==> src/rtl/lockscan_pkg.sv <==
// Shared types and command codes for the block-lock scan controller.
// Assumes a byte-wide flash that decodes these command bytes.
package lockscan_pkg;

    typedef enum logic [3:0] {
        ST_IDLE,
        ST_CLR,
        ST_IDENT,
        ST_MRD,
        ST_MCAP,
        ST_BRD,
        ST_BCAP,
        ST_RST,
        ST_UL_SETUP,
        ST_UL_CONF,
        ST_UL_EXIT,
        ST_SREQ,
        ST_SPOLL,
        ST_SCHK,
        ST_SEXIT
    } seq_state_e;

    localparam logic [7:0] CMD_CLR_STATUS  = 8'h50;
    localparam logic [7:0] CMD_READ_ID     = 8'h90;
    localparam logic [7:0] CMD_READ_ARRAY  = 8'hFF;
    localparam logic [7:0] CMD_LOCK_SETUP  = 8'h60;
    localparam logic [7:0] CMD_CONFIRM     = 8'hD0;
    localparam logic [7:0] CMD_READ_STATUS = 8'h70;

    localparam int MASTER_OFS = 3;
    localparam int LOCK_OFS   = 2;
    localparam int READY_BIT  = 7;

endpackage

==> src/rtl/lockscan_walker.sv <==
// Block base address walker.
// Holds the current block base. The step is BOOT_STEP below BOOT_SPAN when
// the boot layout is selected, and MAIN_STEP otherwise. `last` is high when
// the next base would reach dev_size. Assumes dev_size is static during a run.
module lockscan_walker #(
    parameter int ADDR_W    = 21,
    parameter int BOOT_STEP = 8192,
    parameter int MAIN_STEP = 65536,
    parameter int BOOT_SPAN = 65536
) (
    input  logic              clk,
    input  logic              rst_n,
    input  logic              restart,
    input  logic              advance,
    input  logic              boot_layout,
    input  logic [ADDR_W:0]   dev_size,
    output logic [ADDR_W-1:0] base,
    output logic              last
);
    localparam int SW = ADDR_W + 1;

    logic [SW-1:0] base_q;
    logic [SW-1:0] step;
    logic [SW-1:0] next_base;

    // Pick the step size for the block at the current base.
    always_comb begin
        if (boot_layout && (base_q < SW'(BOOT_SPAN)))
            step = SW'(BOOT_STEP);
        else
            step = SW'(MAIN_STEP);
        next_base = base_q + step;
        last      = (next_base >= dev_size);
    end

    // Base register: cleared on restart, stepped on advance.
    always_ff @(posedge clk) begin
        if (!rst_n)
            base_q <= '0;
        else if (restart)
            base_q <= '0;
        else if (advance)
            base_q <= next_base;
    end

    assign base = base_q[ADDR_W-1:0];

endmodule

==> src/rtl/lockscan_seq.sv <==
// Sequencer for the scan, the unlock decision and the status wait.
// Assumes read data arrives one cycle after a read state. The result flags
// are registered and hold until the next accepted start.
module lockscan_seq
    import lockscan_pkg::*;
(
    input  logic       clk,
    input  logic       rst_n,
    input  logic       start,
    input  logic       blk_last,
    input  logic [7:0] bus_rdata,
    output seq_state_e state,
    output logic       walk_restart,
    output logic       walk_advance,
    output logic       busy,
    output logic       done,
    output logic       any_locked,
    output logic       lock_err
);
    seq_state_e state_q;
    logic       master_q;
    logic       any_q;
    logic       done_q;
    logic       err_q;

    // Walker controls derived from the current state.
    always_comb begin
        walk_restart = (state_q == ST_IDLE) && start;
        walk_advance = (state_q == ST_BCAP) && !blk_last;
    end

    // State transitions and result flag capture.
    always_ff @(posedge clk) begin
        if (!rst_n) begin
            state_q  <= ST_IDLE;
            master_q <= 1'b0;
            any_q    <= 1'b0;
            done_q   <= 1'b0;
            err_q    <= 1'b0;
        end else begin
            unique case (state_q)
                ST_IDLE: if (start) begin
                    state_q  <= ST_CLR;
                    master_q <= 1'b0;
                    any_q    <= 1'b0;
                    done_q   <= 1'b0;
                    err_q    <= 1'b0;
                end
                ST_CLR:   state_q <= ST_IDENT;
                ST_IDENT: state_q <= ST_MRD;
                ST_MRD:   state_q <= ST_MCAP;
                ST_MCAP: begin
                    master_q <= (bus_rdata != 8'h00);
                    state_q  <= ST_BRD;
                end
                ST_BRD:   state_q <= ST_BCAP;
                ST_BCAP: begin
                    if (bus_rdata != 8'h00)
                        any_q <= 1'b1;
                    state_q <= blk_last ? ST_RST : ST_BRD;
                end
                ST_RST: begin
                    if (any_q && !master_q) begin
                        state_q <= ST_UL_SETUP;
                    end else begin
                        done_q  <= 1'b1;
                        err_q   <= any_q;
                        state_q <= ST_IDLE;
                    end
                end
                ST_UL_SETUP: state_q <= ST_UL_CONF;
                ST_UL_CONF:  state_q <= ST_UL_EXIT;
                ST_UL_EXIT:  state_q <= ST_SREQ;
                ST_SREQ:     state_q <= ST_SPOLL;
                ST_SPOLL:    state_q <= ST_SCHK;
                ST_SCHK:     state_q <= bus_rdata[READY_BIT] ? ST_SEXIT : ST_SPOLL;
                ST_SEXIT: begin
                    done_q  <= 1'b1;
                    state_q <= ST_IDLE;
                end
                default:     state_q <= ST_IDLE;
            endcase
        end
    end

    assign state      = state_q;
    assign busy       = (state_q != ST_IDLE);
    assign done       = done_q;
    assign any_locked = any_q;
    assign lock_err   = err_q;

endmodule

==> src/rtl/lockscan_bus.sv <==
// Bus decode: turns the sequencer state and block base into one-cycle
// read and write strobes with address and command byte. Purely combinational.
module lockscan_bus
    import lockscan_pkg::*;
#(
    parameter int ADDR_W = 21
) (
    input  seq_state_e        state,
    input  logic [ADDR_W-1:0] base,
    output logic [ADDR_W-1:0] bus_addr,
    output logic [7:0]        bus_wdata,
    output logic              bus_we,
    output logic              bus_re
);
    // Map each state to its bus operation.
    always_comb begin
        bus_addr  = '0;
        bus_wdata = 8'h00;
        bus_we    = 1'b0;
        bus_re    = 1'b0;
        unique case (state)
            ST_CLR:      begin bus_we = 1'b1; bus_wdata = CMD_CLR_STATUS;  end
            ST_IDENT:    begin bus_we = 1'b1; bus_wdata = CMD_READ_ID;     end
            ST_MRD:      begin bus_re = 1'b1; bus_addr = ADDR_W'(MASTER_OFS); end
            ST_BRD:      begin bus_re = 1'b1; bus_addr = base + ADDR_W'(LOCK_OFS); end
            ST_RST:      begin bus_we = 1'b1; bus_wdata = CMD_READ_ARRAY;  end
            ST_UL_SETUP: begin bus_we = 1'b1; bus_wdata = CMD_LOCK_SETUP;  end
            ST_UL_CONF:  begin bus_we = 1'b1; bus_wdata = CMD_CONFIRM;     end
            ST_UL_EXIT:  begin bus_we = 1'b1; bus_wdata = CMD_READ_ARRAY;  end
            ST_SREQ:     begin bus_we = 1'b1; bus_wdata = CMD_READ_STATUS; end
            ST_SPOLL:    begin bus_re = 1'b1; end
            ST_SEXIT:    begin bus_we = 1'b1; bus_wdata = CMD_READ_ARRAY;  end
            default:     ;
        endcase
    end

endmodule

==> src/rtl/lockscan_ctrl.sv <==
// Top of the block-lock scan and unlock controller.
// Connects the walker, sequencer and bus decode. Assumes boot_layout and
// dev_size stay constant while busy.
module lockscan_ctrl
    import lockscan_pkg::*;
#(
    parameter int ADDR_W    = 21,
    parameter int BOOT_STEP = 8192,
    parameter int MAIN_STEP = 65536,
    parameter int BOOT_SPAN = 65536
) (
    input  logic              clk,
    input  logic              rst_n,
    input  logic              start,
    input  logic              boot_layout,
    input  logic [ADDR_W:0]   dev_size,
    output logic [ADDR_W-1:0] bus_addr,
    output logic [7:0]        bus_wdata,
    output logic              bus_we,
    output logic              bus_re,
    input  logic [7:0]        bus_rdata,
    output logic              busy,
    output logic              done,
    output logic              any_locked,
    output logic              lock_err
);
    seq_state_e        state;
    logic              walk_restart;
    logic              walk_advance;
    logic              blk_last;
    logic [ADDR_W-1:0] blk_base;

    lockscan_walker #(
        .ADDR_W   (ADDR_W),
        .BOOT_STEP(BOOT_STEP),
        .MAIN_STEP(MAIN_STEP),
        .BOOT_SPAN(BOOT_SPAN)
    ) u_walker (
        .clk        (clk),
        .rst_n      (rst_n),
        .restart    (walk_restart),
        .advance    (walk_advance),
        .boot_layout(boot_layout),
        .dev_size   (dev_size),
        .base       (blk_base),
        .last       (blk_last)
    );

    lockscan_seq u_seq (
        .clk         (clk),
        .rst_n       (rst_n),
        .start       (start),
        .blk_last    (blk_last),
        .bus_rdata   (bus_rdata),
        .state       (state),
        .walk_restart(walk_restart),
        .walk_advance(walk_advance),
        .busy        (busy),
        .done        (done),
        .any_locked  (any_locked),
        .lock_err    (lock_err)
    );

    lockscan_bus #(.ADDR_W(ADDR_W)) u_bus (
        .state    (state),
        .base     (blk_base),
        .bus_addr (bus_addr),
        .bus_wdata(bus_wdata),
        .bus_we   (bus_we),
        .bus_re   (bus_re)
    );

endmodule

==> config.mk <==
export PLATFORM = sky130hd
export DESIGN_NAME = lockscan_ctrl
export DESIGN_NICKNAME = d
export VERILOG_FILES = /design/src/rtl/lockscan_pkg.sv /design/src/rtl/lockscan_walker.sv /design/src/rtl/lockscan_seq.sv /design/src/rtl/lockscan_bus.sv /design/src/rtl/lockscan_ctrl.sv
export SDC_FILE = /design/constraint.sdc
export NUM_CORES = 1
export LEC_CHECK = 0
export BUFFER_PORTS_ARGS = -buffer_cell sky130_fd_sc_hd__buf_4
export CORE_ASPECT_RATIO = 2
export CORE_UTILIZATION = 40
export CTS_BUF_LIST = sky130_fd_sc_hd__clkbuf_4 sky130_fd_sc_hd__clkbuf_8
export DETAILED_ROUTE_END_ITERATION = 16
export PLACE_DENSITY = 0.78
export SYNTH_ARGS = -nofsm -noshare
export SYNTH_HDL_FRONTEND = slang
export SYNTH_SLANG_ARGS = --single-unit
==> constraint.sdc <==
create_clock -name clk -period 7.9 [get_ports clk]
set_clock_uncertainty 0.15 [all_clocks]
set_input_delay 1.58 -clock clk [delete_from_list [all_inputs] [get_ports clk]]
set_output_delay 1.58 -clock clk [all_outputs]
set_load 0.01 [all_outputs]
==> key figures <==
Worst setup path
  • WS Path Type: input pin to flip-flop
  • Worst EP required: approximately 7900 ps
  • Slowest CP cell: or4_2
  • Delay-heaviest family, CP: simple AND/OR/NAND/NOR gates
  • Critical Path End Type: flip-flop
  • CP arrival: around 5000 ps
  • Max incr delay on CP: roughly 640 ps
  • Crit path top cell by count: ha_1
  • Startpoint Class: input pin
  • Maximum net fanout on the critical path: 14
  • RR Endpoint: u_walker.base_q[15]$_SDFFE_PP0P_
  • R2R Path Start: u_walker.base_q[20]$_SDFFE_PP0P_
  • Crit-path cells: buf_4 > nor4b_1 > nand2_1 > inv_1 > ha_1 > ha_1 > a31oi_4 > nor2_4 > nand3_2 > xnor2_1 > ha_1 > a21oi_1 > o21a_1 > o2111ai_2 > or4_2 > a21oi_1
  • Buf/Inv on CP: 2
  • R2R depth: 15
  • Setup slack, reg-to-reg: 3920 ps

Route
  • DR pass1 iterations: 4
  • Via-to-Cell Ratio: ~5.2
  • Drt drc: 0
  • Routed wire length: 3789 um
  • DRT antenna net count: 0
  • Initial drt markers: 31
  • Via Count: 1577
  • Wire per inst: 12.38 um

Final layout
  • Final #Nets: ~300
  • Share of cells above drive strength 1: approximately 28%
  • ANT cells: 0
  • Area growth, synth to finish: 27.43%
  • Fillcell total: 377
  • Post-Layout Cell Count: just over 300

Global routing
  • Initial antenna violation count: 0
  • Vias in the first global route: 1500
  • First-pass GRT wire length: around 6300 um
  • Total Routing Usage GR: around a fifth
  • Global route overflow: 0
  • Pin count of the biggest net entering global routing: 21

Timing
  • Fin crit period: between 4000 and 5000 ps
  • Worst slew pin tran: roughly 600 ps
  • Final setup margin: 2950 ps
  • FMAX: between 200 and 250 MHz
  • Final hold slack: 356.0 ps
  • Final Setup Violations: 0
  • RSZ-0062 raised after global routing: no
  • Fin crit share: about 63%
  • Max transition margin: 58.84%
  • Pins Over Slew Limit: 0
  • TNS Setup: 0 ps
  • Final Hold Fails: 0

CTS
  • H-tree depth: 1
  • Worst skew pair latency: about 250 ps
  • Clk root buf: clkbuf_8
  • CTS tree: built
  • Clk buf depth: 2
  • Postcts setup bufs: 0
  • Hold_buf cts: 0
  • TritonCTS Buffers: 3
  • Clock slew at reported path FFs: roughly 70 ps
  • Clock sinks: 17
  • Resized Gates After CTS: 0

Hold path
  • Min-Delay Path Depth: 2
  • Worst min path class: flip-flop to flip-flop
  • Hold_sp: u_walker.base_q[13]$_SDFFE_PP0P_
  • Hold Crit Endpoint: u_walker.base_q[13]$_SDFFE_PP0P_

Placement
  • Port bufs: 57
  • Dpl cells: between 300 and 400
  • Dpl ws: about 2700 ps
  • Hpwl dp: 3066 um
  • Gpl congestion: between 0.7 and 0.8

Die
  • Die width: 46.16 um
  • Die ar.: between 4000 and 5000 um^2
  • Initial Util: 42.34%
  • FP Rows: 31
  • Core area: roughly 3700 um^2
  • # IOs: 69
  • Die H: around 90 um

Flow run
  • Max Cap Viol: 0

Logic synthesis
  • Syn Std Cell Area: about 1600 um^2
  • Synth Warn #: 0
  • EDFF count, synth: 0
  • Top post-synthesis cells by count: a21oi_1, nand2_1, dfxtp_1
  • Seq/Total Area, Yosys: between 20% and 30%
  • Top-count cell post-synth: a21oi_1
  • Mapped Cells: between 200 and 250
  • Yosys reg bits: 17
  • Synth area leader: dfxtp_1
  • Number of distinct library cells after synthesis: 46
  • Synth Flop Type: dfxtp_1
  • Synth area leaders: dfxtp_1, ha_1, buf_4
  • Share of the synthesized area in the top cell type: ~22%
  • Post-Syn Area per Cell: between 7 and 8 um^2
  • Synth async-reset ratio: 0%

Outcome
  • Status: complete, no violations

Power and ir drop
  • Worst vdd ir: ~0.083 mV
  • PwrDens: between 100 and 150 nW/um^2
  • Leak pwr: between 0.9 and 1 nW
  • Tot Pwr: a little over 0.2 mW
## per-stage QoR
stage	util [%]	area [um^2]
6_report	53.96	1988
5_1_grt	53.96	1988
4_1_cts	53.96	1988
3_5_place_dp	52.70	1942
3_3_place_gp	52.70	1942
2_1_floorplan	-	1598
## cells by family (layout without fill, tap and decap cells)
family                   Yosys count  count (layout)  share of synthesized area, %
XOR/XNOR                           7               7                         3.930
AND/OR/NAND/NOR                   80              80                         27.75
AO/OA/AOI/OAI                     53              53                         23.50
buffers and inverters             40              77                         13.15
adder cells (fa/ha/maj)           12              12                         9.623
other                              1              11                        0.2403
flip-flops                        17              17                         21.81
## flip-flops by register name (all words and copies together), names as in the netlist
register and cells:
u_seq.master_q 1, u_seq.any_locked 1, u_seq.done 1, u_walker.base_q 9, u_seq.state 4, u_seq.lock_err 1
## final cells by class
| cell class | count | area, um^2 | share of cell area (%) |
|---|---|---|---|
| inverters | 16 | 60.06 | 3.021 |
| flip-flops and latches | 17 | 340.3 | 17.12 |
| clock inverters | 1 | 5.005 | 0.2517 |
| well taps | 49 | 61.31 | 3.084 |
| clock buffers | 3 | 41.29 | 2.077 |
| repair buffers | 57 | 427.9 | 21.52 |
| multi-input cells | 163 | 1052 | 52.93 |
## tightest hold or removal path, delay by kind of cell, from the launching register on
kind	cells	cell delay, ps
DFF	1	330
AOI/OAI and AO/OA	2	130
## worst max path at each step
stage | from | end | slack (ps) | depth (start not counted)
2_1_floorplan | boot_layout | u_walker.base_q[21]$_SDFFE_PP0P_ | 3370 | 16
3_3_place_gp | boot_layout | u_walker.base_q[15]$_SDFFE_PP0P_ | 2770 | 16
3_5_place_dp | boot_layout | u_walker.base_q[15]$_SDFFE_PP0P_ | 2690 | 16
4_1_cts | boot_layout | u_walker.base_q[15]$_SDFFE_PP0P_ | 2950 | 16
5_1_grt | boot_layout | u_walker.base_q[15]$_SDFFE_PP0P_ | 2610 | 16
6_report | boot_layout | u_walker.base_q[15]$_SDFFE_PP0P_ | 2950 | 16
## layer usage
metal | up-vias | GRT usage [%] | share of wire, %
met5 | - | 0 | 0
met4 | 0 | 7.108 | 2.0
met3 | 6 | 1.200 | 4.3
met2 | 50 | 37.44 | 56
met1 | 709 | 20.05 | 37
li1 | 812 | - | -
## cell usage in the layout, fill, tap and decap left out, types with 8 or more instances in the layout
cell,n
buf_4,57
a21oi_1,19
ha_1,12
inv_1,16
o21ai_0,9
dfxtp_1,17
nor2_1,14
nand3_1,8
nand2_1,18
conb_1,11
## report_power, final
part	switching, mW	internal, mW
sequential	0.00483	0.0870
combinational	0.0232	0.0243
clock	0.0300	0.0350
total	0.0580	0.146
(Power assumes the default switching activity.)
